## config.mk

```make
export PLATFORM = sky130hd
export DESIGN_NAME = mdma_cfg_regs
export DESIGN_NICKNAME = d
export VERILOG_FILES = /design/src/rtl/mdma_pkg.sv /design/src/rtl/mdma_addr_dec.sv /design/src/rtl/mdma_chan_regs.sv /design/src/rtl/mdma_rsp.sv /design/src/rtl/mdma_cfg_regs.sv
export SDC_FILE = /design/constraint.sdc
export NUM_CORES = 2
export LEC_CHECK = 0
export BUFFER_PORTS_ARGS = -buffer_cell sky130_fd_sc_hd__buf_2
export CORE_AREA = 4 4 355 357
export CTS_BUF_LIST = sky130_fd_sc_hd__clkbuf_8
export CTS_CLUSTER_DIAMETER = 100
export DETAILED_ROUTE_END_ITERATION = 6
export DIE_AREA = 0 0 359 361
export PLACE_DENSITY = 0.68
export SYNTH_ARGS = -nofsm -noshare
export SYNTH_HDL_FRONTEND = slang
export SYNTH_SLANG_ARGS = --single-unit
export TNS_END_PERCENT = 1
```

## constraint.sdc

```tcl
create_clock -name clk -period 2.2 [get_ports clk]
set_input_delay 0.11 -clock clk [delete_from_list [all_inputs] [get_ports clk]]
set_output_delay 0.11 -clock clk [all_outputs]
set_load 0.03 [all_outputs]
```

## src/rtl/mdma_pkg.sv

```systemverilog
package mdma_pkg;

  typedef enum logic [2:0] {
    SEL_SRC,
    SEL_DST,
    SEL_LEN,
    SEL_RST,
    SEL_MASK,
    SEL_NONE
  } reg_sel_e;

  localparam logic [2:0] ST_SUCCESS = 3'd0;
  localparam logic [2:0] ST_RDERR   = 3'd1;
  localparam logic [2:0] ST_IDLE    = 3'd2;
  localparam logic [2:0] ST_WRERR   = 3'd3;
  localparam logic [2:0] ST_BUSY    = 3'd4;

  // engine outcome code to software-visible status
  function automatic logic [2:0] outcome_status(input logic [1:0] code);
    case (code)
      2'b00:   outcome_status = ST_SUCCESS;
      2'b01:   outcome_status = ST_RDERR;
      default: outcome_status = ST_WRERR;
    endcase
  endfunction

  function automatic logic finished(input logic [2:0] st);
    finished = (st == ST_SUCCESS) || (st == ST_RDERR) || (st == ST_WRERR);
  endfunction

endpackage

```

## src/rtl/mdma_addr_dec.sv

```systemverilog
module mdma_addr_dec
  import mdma_pkg::*;
#(
  parameter int          ADDR_W   = 32,
  parameter int          NUM_CH   = 8,
  parameter logic [31:0] SEG_BASE = 32'h0004_0000
) (
  input  logic [ADDR_W-1:0] addr,
  output logic [2:0]        ch_idx,
  output reg_sel_e          sel,
  output logic              legal
);
  localparam int SEG_LSB = 15;

  logic seg_hit;
  logic ch_ok;
  logic unused_mid;

  assign unused_mid = ^addr[11:5];

  always_comb begin
    seg_hit = (addr[ADDR_W-1:SEG_LSB] == SEG_BASE[ADDR_W-1:SEG_LSB]);
    ch_idx  = addr[14:12];
    ch_ok   = (int'(ch_idx) < NUM_CH);
    case (addr[4:0])
      5'h00:   sel = SEL_SRC;
      5'h04:   sel = SEL_DST;
      5'h08:   sel = SEL_LEN;
      5'h0C:   sel = SEL_RST;
      5'h10:   sel = SEL_MASK;
      default: sel = SEL_NONE;
    endcase
    legal = seg_hit && ch_ok && (sel != SEL_NONE);
  end

endmodule

```

## src/rtl/mdma_chan_regs.sv

```systemverilog
module mdma_chan_regs
  import mdma_pkg::*;
#(
  parameter int DATA_W = 32
) (
  input  logic              clk,
  input  logic              rst,
  input  logic              wr_stb,
  input  reg_sel_e          sel,
  input  logic [DATA_W-1:0] wdata,
  input  logic              done_i,
  input  logic [1:0]        code_i,
  output logic [DATA_W-1:0] src_o,
  output logic [DATA_W-1:0] dst_o,
  output logic [DATA_W-1:0] len_o,
  output logic [DATA_W-1:0] mask_o,
  output logic [2:0]        status_o,
  output logic              start_o,
  output logic              reset_o,
  output logic              irq_o
);
  logic [DATA_W-1:0] src_d, dst_d, len_d, mask_d, aligned;
  logic [2:0]        status_d;
  logic              start_d, reset_d, irq_d;

  assign aligned = {wdata[DATA_W-1:2], 2'b00};

  always_comb begin
    src_d    = src_o;
    dst_d    = dst_o;
    len_d    = len_o;
    mask_d   = mask_o;
    status_d = status_o;
    start_d  = 1'b0;
    reset_d  = 1'b0;
    if (done_i && status_o == ST_BUSY)
      status_d = outcome_status(code_i);
    if (wr_stb) begin
      case (sel)
        SEL_SRC:  src_d = aligned;
        SEL_DST:  dst_d = aligned;
        SEL_LEN: begin
          if (status_o != ST_BUSY) begin
            len_d    = aligned;
            status_d = ST_BUSY;
            start_d  = 1'b1;
          end
        end
        SEL_RST: begin
          status_d = ST_IDLE;
          reset_d  = 1'b1;
        end
        SEL_MASK: mask_d = wdata;
        default: ;
      endcase
    end
    irq_d = finished(status_d) && (mask_d == '0);
  end

  always_ff @(posedge clk) begin
    if (rst) begin
      src_o    <= '0;
      dst_o    <= '0;
      len_o    <= '0;
      mask_o   <= '0;
      status_o <= ST_IDLE;
      start_o  <= 1'b0;
      reset_o  <= 1'b0;
      irq_o    <= 1'b0;
    end else begin
      src_o    <= src_d;
      dst_o    <= dst_d;
      len_o    <= len_d;
      mask_o   <= mask_d;
      status_o <= status_d;
      start_o  <= start_d;
      reset_o  <= reset_d;
      irq_o    <= irq_d;
    end
  end

endmodule

```

## src/rtl/mdma_rsp.sv

```systemverilog
module mdma_rsp
  import mdma_pkg::*;
#(
  parameter int NUM_CH = 8,
  parameter int DATA_W = 32
) (
  input  logic                           clk,
  input  logic                           rst,
  input  logic                           req_valid,
  input  logic                           req_write,
  input  logic                           acc_err,
  input  logic [2:0]                     ch_idx,
  input  reg_sel_e                       sel,
  input  logic [NUM_CH-1:0][DATA_W-1:0]  src_all,
  input  logic [NUM_CH-1:0][DATA_W-1:0]  dst_all,
  input  logic [NUM_CH-1:0][DATA_W-1:0]  mask_all,
  input  logic [NUM_CH-1:0][2:0]         status_all,
  output logic                           rsp_valid,
  output logic                           rsp_err,
  output logic [DATA_W-1:0]              rsp_rdata
);
  logic [DATA_W-1:0] rd_d;

  always_comb begin
    rd_d = '0;
    if (req_valid && !req_write && !acc_err) begin
      for (int c = 0; c < NUM_CH; c++) begin
        if (ch_idx == 3'(c)) begin
          case (sel)
            SEL_SRC:  rd_d = src_all[c];
            SEL_DST:  rd_d = dst_all[c];
            SEL_LEN:  rd_d = DATA_W'(status_all[c]);
            SEL_MASK: rd_d = mask_all[c];
            default:  rd_d = '0;
          endcase
        end
      end
    end
  end

  always_ff @(posedge clk) begin
    if (rst) begin
      rsp_valid <= 1'b0;
      rsp_err   <= 1'b0;
      rsp_rdata <= '0;
    end else begin
      rsp_valid <= req_valid;
      rsp_err   <= req_valid && acc_err;
      rsp_rdata <= rd_d;
    end
  end

endmodule

```

## src/rtl/mdma_cfg_regs.sv

```systemverilog
module mdma_cfg_regs
  import mdma_pkg::*;
#(
  parameter int          NUM_CH   = 8,
  parameter int          ADDR_W   = 32,
  parameter int          DATA_W   = 32,
  parameter logic [31:0] SEG_BASE = 32'h0004_0000
) (
  input  logic                     clk,
  input  logic                     rst,
  input  logic                     req_valid,
  input  logic                     req_write,
  input  logic [ADDR_W-1:0]        req_addr,
  input  logic [DATA_W-1:0]        req_wdata,
  output logic                     rsp_valid,
  output logic                     rsp_err,
  output logic [DATA_W-1:0]        rsp_rdata,
  output logic [NUM_CH-1:0]        ch_start_o,
  output logic [NUM_CH-1:0]        ch_reset_o,
  output logic [NUM_CH*DATA_W-1:0] ch_src_o,
  output logic [NUM_CH*DATA_W-1:0] ch_dst_o,
  output logic [NUM_CH*DATA_W-1:0] ch_len_o,
  input  logic [NUM_CH-1:0]        eng_done_i,
  input  logic [2*NUM_CH-1:0]      eng_code_i,
  output logic [NUM_CH-1:0]        irq_o
);
  logic [2:0] ch_idx;
  reg_sel_e   sel;
  logic       legal;
  logic       acc_err;

  logic [NUM_CH-1:0][DATA_W-1:0] src_all, dst_all, len_all, mask_all;
  logic [NUM_CH-1:0][2:0]        status_all;

  mdma_addr_dec #(
    .ADDR_W  (ADDR_W),
    .NUM_CH  (NUM_CH),
    .SEG_BASE(SEG_BASE)
  ) dec_i (
    .addr  (req_addr),
    .ch_idx(ch_idx),
    .sel   (sel),
    .legal (legal)
  );

  // the reset register has no read side
  assign acc_err = !legal || (!req_write && sel == SEL_RST);

  for (genvar c = 0; c < NUM_CH; c++) begin : g_ch
    logic wr_stb;
    assign wr_stb = req_valid && req_write && !acc_err && (ch_idx == 3'(c));

    mdma_chan_regs #(.DATA_W(DATA_W)) chan_i (
      .clk     (clk),
      .rst     (rst),
      .wr_stb  (wr_stb),
      .sel     (sel),
      .wdata   (req_wdata),
      .done_i  (eng_done_i[c]),
      .code_i  (eng_code_i[2*c +: 2]),
      .src_o   (src_all[c]),
      .dst_o   (dst_all[c]),
      .len_o   (len_all[c]),
      .mask_o  (mask_all[c]),
      .status_o(status_all[c]),
      .start_o (ch_start_o[c]),
      .reset_o (ch_reset_o[c]),
      .irq_o   (irq_o[c])
    );

    assign ch_src_o[c*DATA_W +: DATA_W] = src_all[c];
    assign ch_dst_o[c*DATA_W +: DATA_W] = dst_all[c];
    assign ch_len_o[c*DATA_W +: DATA_W] = len_all[c];
  end

  mdma_rsp #(
    .NUM_CH(NUM_CH),
    .DATA_W(DATA_W)
  ) rsp_i (
    .clk       (clk),
    .rst       (rst),
    .req_valid (req_valid),
    .req_write (req_write),
    .acc_err   (acc_err),
    .ch_idx    (ch_idx),
    .sel       (sel),
    .src_all   (src_all),
    .dst_all   (dst_all),
    .mask_all  (mask_all),
    .status_all(status_all),
    .rsp_valid (rsp_valid),
    .rsp_err   (rsp_err),
    .rsp_rdata (rsp_rdata)
  );

endmodule

```

==> impl_metrics.env <==
export IMPL_grt_max_degree=211
export IMPL_viasPerCell=5.83
export IMPL_maxCapViolCount=0
export IMPL_r2r_cells=6
export IMPL_synth_simple_area_share_pct=22.8
export IMPL_drc=15
export IMPL_r2r_end="g_ch[1].chan_i.irq_o"
export IMPL_cellPowerDensity_nw_per_um2=716
export IMPL_insertion_delay_ns=0.93
export IMPL_wire_per_inst_um=28.5
export IMPL_power_frac_clock_pct=46.6
export IMPL_start_util_pct=35.5
export IMPL_slowest_delay_ns=0.60
export IMPL_grt_pass1_vias=45900
export IMPL_cp_arrival_ns=3.07
export IMPL_power_mw=40.7
export IMPL_synth_edff_count=0
export IMPL_setup_violations=2
export IMPL_dieArea_um2=130000
export IMPL_root_buffer="clkbuf_8"
export IMPL_yosys_area_share_xor_xnor_pct=0
export IMPL_dpl_hpwl_mm=171
export IMPL_hold_violations=0
export IMPL_via_count=49400
export IMPL_cp_max_fo=3
export IMPL_die_x_um=359
export IMPL_crit_type="in -> reg"
export IMPL_peakVddDrop_uv=574
export IMPL_rows=129
export IMPL_multi_input_area_um2=19900
export IMPL_grt_pass1_wl_mm=337
export IMPL_cp_required_ns=3.05
export IMPL_fill_cells=12100
export IMPL_synthCells=5717
export IMPL_coreArea_um2=123000
export IMPL_antenna_found_initial=19
export IMPL_fin_crit_sh_pct=101
export IMPL_area_growth_pct=30.2
export IMPL_r2r_setup_slack_ns=0
export IMPL_synth_fa_ha_area_share_pct=0.0229
export IMPL_rsz0062_at_grt="yes"
export IMPL_critPathMostFrequentCell="dlygate4sd3_1"
export IMPL_synth_top_cell_area_share_pct=48.6
export IMPL_start_kind="input pin"
export IMPL_wl_mm=241
export IMPL_clkSlewWorstSetupHoldPaths_ns=0.07
export IMPL_cts_sinks=1058
export IMPL_drive_above_1_share_pct=25.3
export IMPL_die_y_um=361
export IMPL_status="complete, but fails checks"
export IMPL_yosysSeqAreaShare_pct=48.6
export IMPL_synth_area_leaders="dfxtp_1 (49%), nand2_1 (18%), a21oi_1 (13%)"
export IMPL_yosysTopAreaCell="dfxtp_1"
export IMPL_cts_buffers=179
export IMPL_syn_area_um2=43600
export IMPL_swShare_pct=26.3
export IMPL_drtIter0Drc=7415
export IMPL_min_path_type="in -> reg"
export IMPL_endpoint_kind="register"
export IMPL_dr_pass1_iters=7
export IMPL_min_from="req_addr[12]"
export IMPL_p_switching_mw=10.7
export IMPL_min_to="g_ch[2].chan_i.reset_o"
export IMPL_yosysUniqueCellTypes=67
export IMPL_synth_top_family_by_area="simple AND/OR/NAND/NOR gates"
export IMPL_relSlewSlack_pct=23.4
export IMPL_ys_async_sr_fraction_pct=0
export IMPL_holdPathStages=7
export IMPL_finalWorstSetupSlack_ns=-0.0179
export IMPL_tightest_slew_ns=1.15
export IMPL_dpl_cell_count=8059
export IMPL_p_int_mw=30.0
export IMPL_htree_levels=4
export IMPL_leakagePower_nw=22.3
export IMPL_ff_latch_area_um2=21200
export IMPL_pwr_share_seq_pct=47.1
export IMPL_crit_buf_inv=3
export IMPL_gr_total_overflow=0
export IMPL_crit_slowest_cell="dlygate4sd3_1"
export IMPL_grt_use_total_pct=35.3
export IMPL_p_comb_share_pct=6.3
export IMPL_r2r_start="g_ch[1].chan_i.status_o[2]"
export IMPL_path_delay_family="buffers and inverters"
export IMPL_slew_violations=0
export IMPL_synthMuxAreaShare_pct=1.03
export IMPL_placement_io_buffers=862
export IMPL_ys_warnings_count=0
export IMPL_fin_skew_ns=0.0572
export IMPL_cts_tree="done"
export IMPL_stdcell_count=8473
export IMPL_synth_main_ff_cell="dfxtp_1"
export IMPL_ant_nets=0
export IMPL_path_cells="dlygate4sd3_1 > buf_2 > or4_1 > or3_1 > dlygate4sd3_1 > mux2_2 > nor2_2 > o2111a_1"
export IMPL_ioPinCount=918
export IMPL_violations="design-rule violations, negative setup slack"
export IMPL_postSynthAreaPerCell_um2=7.63
export IMPL_postLayoutCoreUtil_pct=46.2
export IMPL_fmaxAchievable_mhz=451
export IMPL_clockBufferDepth=3
export IMPL_synth_compound_area_share_pct=20.8
export IMPL_gp_congestion=1.02
export IMPL_dp_slack_ns=-0.727
export IMPL_fin_crit_ns=2.22
export IMPL_ys_ff_latch=1058
export IMPL_final_nets=6776
cells in the mapped netlist (all sizes together), types with 10 or more instances:
library cell and n:
o31ai 30, nor4 76, a211oi 35, o22ai 34, buf 184, nand3 25, nor3 34, mux2i 10
a221o 32, dfxtp 1058, nand4 20, and3 12, and2 24, a21oi 1115, nand2 2114, mux2 31
nor2 86, clkbuf 469, a221oi 122, a222oi 90
state kept, by name (all words and copies together) (netlist names):
register	cells
g_ch.chan_i.status_o	24
g_ch.chan_i.src_o	240
g_ch.chan_i.irq_o	8
g_ch.chan_i.dst_o	240
g_ch.chan_i.len_o	240
g_ch.chan_i.start_o	8
rsp_i.rsp_rdata	32
rsp_i.rsp_err	1
g_ch.chan_i.mask_o	256
rsp_i.rsp_valid	1
g_ch.chan_i.reset_o	8
worst max path at each step:
stage / from / end / slack (ns) / cells after the start
after floorplan: req_addr[0] / g_ch[5].chan_i.len_o[10] / 0.04 / 8
after global placement: req_addr[4] / rsp_i.rsp_rdata[12] / -0.73 / 11
after detailed placement: req_addr[4] / rsp_i.rsp_rdata[12] / -0.73 / 11
after CTS: g_ch[1].chan_i.src_o[20] / rsp_i.rsp_rdata[20] / 0.001 / 6
after global routing: g_ch[1].chan_i.status_o[2] / g_ch[1].chan_i.irq_o / -0.07 / 6
final: req_wdata[2] / g_ch[0].chan_i.irq_o / -0.02 / 8
cells by family after synthesis:
family | Yosys count
simple gates | 2446
compound gates | 1513
flops | 1058
buf+inv | 657
mux | 41
fa+ha+maj | 1
other cells | 1
per-layer routing:
layer / part of all wire (%) / GRT usage (%)
met1: 37 / 44.1
met4: 8.1 / 24.3
met3: 12 / 10.1
met5: 0.049 / 0
met2: 42 / 52.5
worst reg2reg max path, cell delays in order, from the launching register on:
cell and delay, ns:
dfxtp_1 0.39, nor3b_1 0.28, buf_4 0.18, o211a_1 0.13, dlygate4sd3_1 0.55, o32ai_1 0.11
a211oi_1 0.41
layout by cell type, fill, tap and decap left out, types with 25 or more instances in the layout:
master         synthesis  routed
nand2_1             2096    2096
a21oi_1             1095    1094
dfxtp_1             1058    1058
buf_2                 83     859
buf_4                 82     351
clkbuf_8               0     237
a221oi_1             122     120
buf_12                 0      98
a222oi_1              90      90
dlygate4sd3_1          0      80
nor2_1                86      77
nor4_1                69      65
conb_1                 1      48
inv_1                  4      47
o22ai_1               34      34
a221o_1               32      32
mux2_2                31      31
o31ai_1               30      30
a211oi_1              35      28
clkinv_2               0      28
nand3_1               25      25
power by group through the flow:
stage | logic, mW | registers (mW) | clock network [mW]
4_1_cts | 2.46 | 19.2 | 19.0
3_5_place_dp | 2.34 | 19.6 | 0
6_report | 2.58 | 19.2 | 18.9
3_3_place_gp | 2.34 | 19.6 | 0
5_1_grt | 2.58 | 19.2 | 19.9
2_1_floorplan | 1.09 | 19.6 | 0
layout make-up:
cell class | count | area share [%]
inverters | 4 | 0.0264
clock inverters | 90 | 1.01
diodes | 6 | 0.0264
clock buffers | 237 | 5.74
flip-flops and latches | 1058 | 37.3
multi-input cells | 4049 | 35.1
well taps | 1637 | 3.61
repair buffers | 1392 | 17.2
stage by stage:
step / hold slack (ns) / instance area (µm²) / TNS, ns
floorplan: 0.250 / 43800 / 0
global placement: 0.436 / 52000 / -292.09
detailed placement: 0.428 / 52000 / -327.49
CTS: 0.0102 / 56700 / 0
global route: 0.104 / 56800 / -0.128
finish: 0.114 / 56800 / -0.0222
timing repair:
| item | 4_1_cts | 5_1_grt |
|---|---|---|
| gates resized for setup | 5 | 22 |
| setup buffers | 0 | 1 |
| hold buffers | 80 | 0 |
| endpoints found under the hold margin | 1011 | 0 |
| pin swaps | 0 | 3 |
| endpoints found under the setup margin | 5 | 21 |
Note: power is estimated with default switching activity, not from simulation.
